==> config.mk <==
export PLATFORM = sky130hd
export DESIGN_NAME = cr_bus_master
export DESIGN_NICKNAME = d
export VERILOG_FILES = /design/src/rtl/cr_bus_master.sv
export SDC_FILE = /design/constraint.sdc
export NUM_CORES = 1
export LEC_CHECK = 0
export ABC_AREA = 1
export CORE_ASPECT_RATIO = 0.75
export CORE_MARGIN = 8
export CORE_UTILIZATION = 48
export DETAILED_ROUTE_END_ITERATION = 10
export PLACE_DENSITY = 0.84
export SYNTH_ARGS = -nofsm -noshare
export SYNTH_HDL_FRONTEND = slang
export SYNTH_SLANG_ARGS = --single-unit
==> constraint.sdc <==
create_clock -name clk -period 1.88 [get_ports clk]
set_input_delay 0.564 -clock clk [delete_from_list [all_inputs] [get_ports clk]]
set_output_delay 0.564 -clock clk [all_outputs]
set_load 0.02 [all_outputs]
==> src/rtl/cr_bus_master.sv <==
module cr_bus_master #(
  parameter int AW           = 16,
  parameter int DW           = 16,
  parameter int SETUP_CYCLES = 2,
  parameter int TMO_W        = 8,
  parameter int TMO_LIMIT    = 200
) (
  input  logic          clk,
  input  logic          rst_n,
  input  logic          req_valid,
  output logic          req_ready,
  input  logic          req_write,
  input  logic [AW-1:0] req_addr,
  input  logic [DW-1:0] req_wdata,
  output logic          done,
  output logic          done_err,
  output logic [DW-1:0] done_rdata,
  output logic [DW-1:0] cr_data_in,
  output logic          cr_cap_addr,
  output logic          cr_cap_data,
  output logic          cr_rd,
  output logic          cr_wr,
  input  logic [DW-1:0] cr_data_out,
  input  logic          cr_ack
);

  localparam logic [TMO_W-1:0] SETUP_LAST = TMO_W'(SETUP_CYCLES - 1);
  localparam logic [TMO_W-1:0] TMO_LAST   = TMO_W'(TMO_LIMIT - 1);

  typedef enum logic [3:0] {
    S_IDLE, S_ASET, S_ASTB, S_AREL, S_RSTB, S_RREL,
    S_WSET, S_DSTB, S_DREL, S_WSTB, S_WREL
  } st_t;

  st_t             st, nxt;
  logic [TMO_W-1:0] cnt;
  logic [AW-1:0]   addr_q;
  logic [DW-1:0]   wdata_q, rdata_q;
  logic            wr_q, done_q, err_q;

  wire wait_hi = (st == S_ASTB) || (st == S_RSTB) || (st == S_DSTB) || (st == S_WSTB);
  wire wait_lo = (st == S_AREL) || (st == S_RREL) || (st == S_DREL) || (st == S_WREL);
  wire ack_ok  = wait_hi ? cr_ack : !cr_ack;
  wire in_addr = (st == S_ASET) || (st == S_ASTB) || (st == S_AREL);
  wire in_data = (st == S_WSET) || (st == S_DSTB) || (st == S_DREL) ||
                 (st == S_WSTB) || (st == S_WREL);

  always_comb begin
    case (st)
      S_ASTB:  nxt = S_AREL;
      S_AREL:  nxt = wr_q ? S_WSET : S_RSTB;
      S_RSTB:  nxt = S_RREL;
      S_DSTB:  nxt = S_DREL;
      S_DREL:  nxt = S_WSTB;
      S_WSTB:  nxt = S_WREL;
      default: nxt = S_IDLE;
    endcase
  end

  always_ff @(posedge clk or negedge rst_n) begin
    if (!rst_n) begin
      st      <= S_IDLE;
      cnt     <= '0;
      addr_q  <= '0;
      wdata_q <= '0;
      rdata_q <= '0;
      wr_q    <= 1'b0;
      done_q  <= 1'b0;
      err_q   <= 1'b0;
    end else begin
      done_q <= 1'b0;
      err_q  <= 1'b0;
      case (st)
        S_IDLE: if (req_valid) begin
          addr_q  <= req_addr;
          wdata_q <= req_wdata;
          wr_q    <= req_write;
          rdata_q <= '0;
          cnt     <= '0;
          st      <= S_ASET;
        end
        S_ASET, S_WSET: begin
          if (cnt == SETUP_LAST) begin
            cnt <= '0;
            st  <= (st == S_ASET) ? S_ASTB : S_DSTB;
          end else begin
            cnt <= cnt + 1'b1;
          end
        end
        default: begin
          if (ack_ok) begin
            cnt <= '0;
            st  <= nxt;
            if (st == S_RSTB) rdata_q <= cr_data_out;
            if (st == S_RREL || st == S_WREL) done_q <= 1'b1;
          end else if (cnt == TMO_LAST) begin
            cnt     <= '0;
            st      <= S_IDLE;
            rdata_q <= '0;
            done_q  <= 1'b1;
            err_q   <= 1'b1;
          end else begin
            cnt <= cnt + 1'b1;
          end
        end
      endcase
    end
  end

  assign req_ready   = (st == S_IDLE);
  assign done        = done_q;
  assign done_err    = err_q;
  assign done_rdata  = rdata_q;
  assign cr_cap_addr = (st == S_ASTB);
  assign cr_cap_data = (st == S_DSTB);
  assign cr_rd       = (st == S_RSTB);
  assign cr_wr       = (st == S_WSTB);
  assign cr_data_in  = in_addr ? DW'(addr_q) : (in_data ? wdata_q : '0);

  logic unused_ok;
  assign unused_ok = wait_lo;

endmodule

# == Word-level counts from Yosys, hierarchy flattened ==
# Index checks and enable logic that the tools add are counted.
# word_totals
ff_bits,63
latchBits,0
mem_bits_rw,0
rom_bits,0
output_inout_bits,39
mem_count,0
# op_classes
add_sub_neg,1
multipliers,0
div,0
magnitude_cmp,0
eq_ne,15
shifts,0
n_mux,27
bitwise,1
n_reduce_logical,19
# op_table
cell,count
16-bit two-way mux,6
8-bit two-way mux,4
16-bit one-hot mux with 2 select lines,1
4-bit one-hot mux with 6 select lines,1
4-bit by 3-bit == test with 1-bit output (second input constant),4
4-bit two-way mux,4
8-bit one-hot mux with 2 select lines,1
4-bit == test (second input constant),3
1-bit logical OR,10
8-bit by 1-bit adder with 8-bit output (second input constant),1
4-bit by 2-bit == test with 1-bit output (second input constant),2
8-bit by 1-bit == test with 1-bit output (second input constant),1
8-bit == test (second input constant),1
4-bit one-hot mux with 2 select lines,1
1-bit two-way mux,7
4-bit by 1-bit == test with 1-bit output (second input constant),1
4-bit zero test,1
2-bit inequality test (second input constant),2
4-bit AND reduction,1
4-bit nonzero test,1
3-bit two-way mux,1
3-bit inequality test (second input constant),1
3-bit AND reduction,1
3-bit nonzero test,1
6 further kinds,6

# == Longest topological paths before layout ==
# logic_depth
depth_word,7
mapped_depth,13
depth_no_buf,11

# == Worst setup path after synthesis ==
# No wires, ideal clock.
# synth_path
kind,register to output
from,register st[3]
to,output port cr_data_in[10]
arrival_time_ns,1.428
required_ns,1.316
path_slack_ns,-0.112
path_stages_with_launch,5
path_cell_list,dfrtp_1 -> nor2_1 -> a22oi_1 -> clkbuf_1 -> o21ai_0
# synth_between
elab_chain_len,7
# synth_lines
element,line,text
"start, declared",35,"st_t st, nxt;"
"start signal, assigned",85,st <= (st == S_ASET) ? S_ASTB : S_DSTB;
"start signal, assigned",93,st <= nxt;
4-bit by 3-bit == test with 1-bit output,45,wire in_data = (st == S_WSET) || (st == S_DSTB) || (st == S_DREL) ||
1-bit logical OR (3 in a row),45,
1-bit logical OR,46,(st == S_WSTB) || (st == S_WREL);
16-bit two-way mux,118,assign cr_data_in = in_addr ? DW'(addr_q) : (in_data ? wdata_q : '0);
16-bit two-way mux (*),118,
"end, declared",18,"output logic [DW-1:0] cr_data_in,"
# Every way passes the cells marked *; elsewhere a longest branch is shown, timed or not.

# == Worst setup path after layout ==
# layout_path
from,register st[3]
to,output port cr_data_in[13]
# The elaborated chain is that of the path after synthesis.

==> summary.md <==
| Metric | Value |
|---|---|
| Clock power share | between 10% and 20% |
| Vias in the first global route | roughly 3300 |
| Routed wire length | between 10 and 15 mm |
| Die W | 111 um |
| Cell variety after synth | 30 |
| Final Worst Setup Slack | -0.231 ns |
| WP data arrival | ~1.6 ns |
| CTS buffer count | 9 |
| Cell Chain, Critical Path | buf_6 -> nor2_4 -> buf_12 -> nand3_1 -> o21ai_1 -> buf_4 |
| Placed inst area | between 0.004 and 0.005 mm2 |
| Synth Area in Compound Gates | ~9% |
| Met3 Wirelength | ~580 um |
| CTS sink cnt | 63 |
| Grt total ovfl | 0 |
| Synth Area in Adders | less than 1% |
| Starting Density | between 40% and 50% |
| DR DRC count | 0 |
| Flop pwr share | 23.0% |
| Drt initial violations | a little under 200 |
| Row cnt | 26 |
| Synth Cell Area | between 0.003 and 0.004 mm2 |
| Synth top area share | 48.9% |
| Final worst-path cycle share | 112% |
| Gr usage total | 20.0% |
| Layout cells sized above 1 | a little under a third |
| Global-route wire length before repair | between 15 and 20 mm |
| Final Setup Violations | 40 |
| Synthesized flop and latch total | 63 |
| Cell Int Power | 0.00534 W |
| Power, Total | between 0.009 and 0.01 W |
| Worst endpoint required time | about 1.3 ns |
| Comb power frac | 64.5% |
| CP top delay family | buffers and inverters |
| Drt first pass iters | 4 |
| Critical Path Fanout Max | 13 |
| Mux cell area share after synthesis | 5.94% |
| Dpl ws | -0.367 ns |
| Pins Over Slew Limit | 0 |
| GP Congestion | 0.927 |
| IO Port Bufs | 91 |
| Slowest stage cell, crit path | dfrtp_2 |
| DR WL/cell | about 17 um |
| Root Driver | clkbuf_8 |
| Synth area leaders | dfrtp_1, nand2_1, mux2_2, nand3_1, inv_1 |
| Net Sw Frac | a little under half |
| Hold/Removal Path Class | in2async |
| Outcome | complete, but fails checks |
| Ant. Diodes | 0 |
| CTS tree | built |
| Max IR drop VDD | 1.03 mV |
| Leak | 2.63 nW |
| Max cap viols | 0 |
| Synth Area in XOR/XNOR | 0.544% |
| Die H | between 80 and 90 um |
| Fin Clk Skew | around 0.0074 ns |
| Startpoint types | flip-flop |
| Ports | 92 |
| Core area | ~0.0067 mm2 |
| Sw Pwr | 0.00460 W |
| Min cycle time layout | between 2 and 2.5 ns |
| WS Path Type | reg2out |
| H-tree depth | 3 |
| Vias/cell | 5.19 |
| Max-slew headroom | 71.0% |
| Post-route cell area | between 0.005 and 0.006 mm2 |
| WP buf/inv | 3 |
| Leading cell type in the layout, fill and taps excluded | nand2_1 |
| Post-Synth Simple-Gate Area | approximately a quarter |
| Largest net degree at the start of global routing | 64 |
| Largest family of logic cells by synthesized area | simple AND/OR/NAND/NOR gates |
| ANT nets after route | 0 |
| Layout Nets | 579 |
| Crit end category | output pin |
| Clock Pin Slew Worst Setup and Hold Paths | ~0.070 ns |
| Most frequent cells in the layout | nand2_1, dfrtp_1, clkdlybuf4s50_1, inv_1, buf_4 |
| Pwr Density | approximately 2000 mW/mm2 |
| Post-Synthesis Cells | 391 |
| Failing checks | negative setup slack |
| DRT met1 WL | between 4 and 5 mm |
| Final HPWL DP | around 6.5 mm |
| Slew @ Worst Pin | around 0.43 ns |
| Bufs on Longest Clock Path | 2 |
| DR WL met2 | ~5.2 mm |
| Sequential fraction of the synthesis area | between 40% and 50% |
| Setup repair after global routing missed its margin | true |
| Initial antenna violation count | 0 |
| Die area | roughly 0.0096 mm2 |
| YS warnings | 0 |
| Largest area contributor in the netlist | dfrtp_1 |
| Syn avg cell area | between 8 and 9 um2 |
| Max incr delay on CP | 0.44 ns |
| Via count | approximately 3200 |
| Top Metal Used | met4 |
| Fmax | between 400 and 500 MHz |
| P&R area growth vs syn | 57.0% |
| Worst skew pair latency | 0.35 ns |
| Synthesized net count | ~450 |
| Final Hold Vio Count | 0 |
-- Yosys cell counts, drive strengths merged --
cell type	count
nor2	55
clkbuf	5
o21a	1
dfrtp	63
nand2	90
nand4	2
ha	2
nand3	39
a21oi	18
a22oi	1
buf	8
o211ai	2
nor3	1
xor2	2
a31oi	1
o21ai	24
mux2	17
inv	53
o22ai	7
-- metal layers --
| layer | vias up | GRT usage (%) |
|---|---|---|
| met3 | 27 | 6.61 |
| met1 | 1523 | 22.5 |
| met2 | 115 | 34.2 |
| met5 | - | 0 |
| li1 | 1517 | - |
| met4 | 0 | 8.68 |
-- per-stage QoR --
stage | instances | util (%) | hold WS [ns] | TNS, ns
4_1_cts | 608 | 72.0 | 0.240 | -3.57
5_1_grt | 613 | 75.8 | 0.243 | -8.98
3_3_place_gp | 587 | 67.2 | 0.461 | -7.39
3_5_place_dp | 587 | 67.2 | 0.464 | -8.73
6_report | 613 | 75.8 | 0.223 | -5.45
2_1_floorplan | 391 | - | 0.268 | 0
-- flip-flops by register name, indices dropped and copies added (netlist names) --
register,cells
wdata_q,16
wr_q,1
cnt,8
done,1
done_rdata,16
addr_q,16
done_err,1
st,4
-- layout make-up --
class | count | area, um2
Tap cell | 84 | 105
Clock inverter | 5 | 56.3
Clock buffer | 11 | 151
Multi-Input combinational cell | 264 | 1660
Fill cell | 463 | 1610
Inverter | 53 | 204
Sequential cell | 63 | 1580
Timing Repair Buffer | 133 | 1300
-- repair_timing --
item | CTS | global route
hold buffers | 0 | 0
hold endpoints to repair | 0 | 0
gates cloned | 2 | 0
buffers inserted | 4 | 6
resized for setup | 153 | 62
pin swaps | 7 | 21
setup endpoints to repair | 46 | 57
-- cell families after synthesis --
logic type                 count (synthesis)
adders and majority gates                  2
xor gates and xnor gates                   2
muxes                                     17
AOI/OAI and AO/OA                         54
DFF                                       63
and+or+nand+nor                          187
buffers and inverters                     66
-- power by group through the flow --
stage               Sequential [W]  Combinational (W)  Clock (W)
floorplan                  0.00241            0.00302          0
global placement           0.00227            0.00534          0
detailed placement         0.00229            0.00548          0
CTS                        0.00228            0.00581    0.00124
global route               0.00236            0.00686    0.00131
finish                     0.00229            0.00642    0.00123
-- path summary, 6_finish.rpt --
path,start,to,slack (ns),cells past startpoint
worst max-delay path,st[3],cr_data_in[13],-0.23,6
worst min-delay path,rst_n,done_rdata[12],0.22,2
worst max register to register,st[3],done_rdata[0],-0.11,14
worst min register to register,done_rdata[7],done_rdata[7],0.48,2
max in group asynchronous,rst_n,st[3],1.37,2
min in group clk,done_rdata[7],done_rdata[7],0.48,2
(Power assumes the default switching activity.)
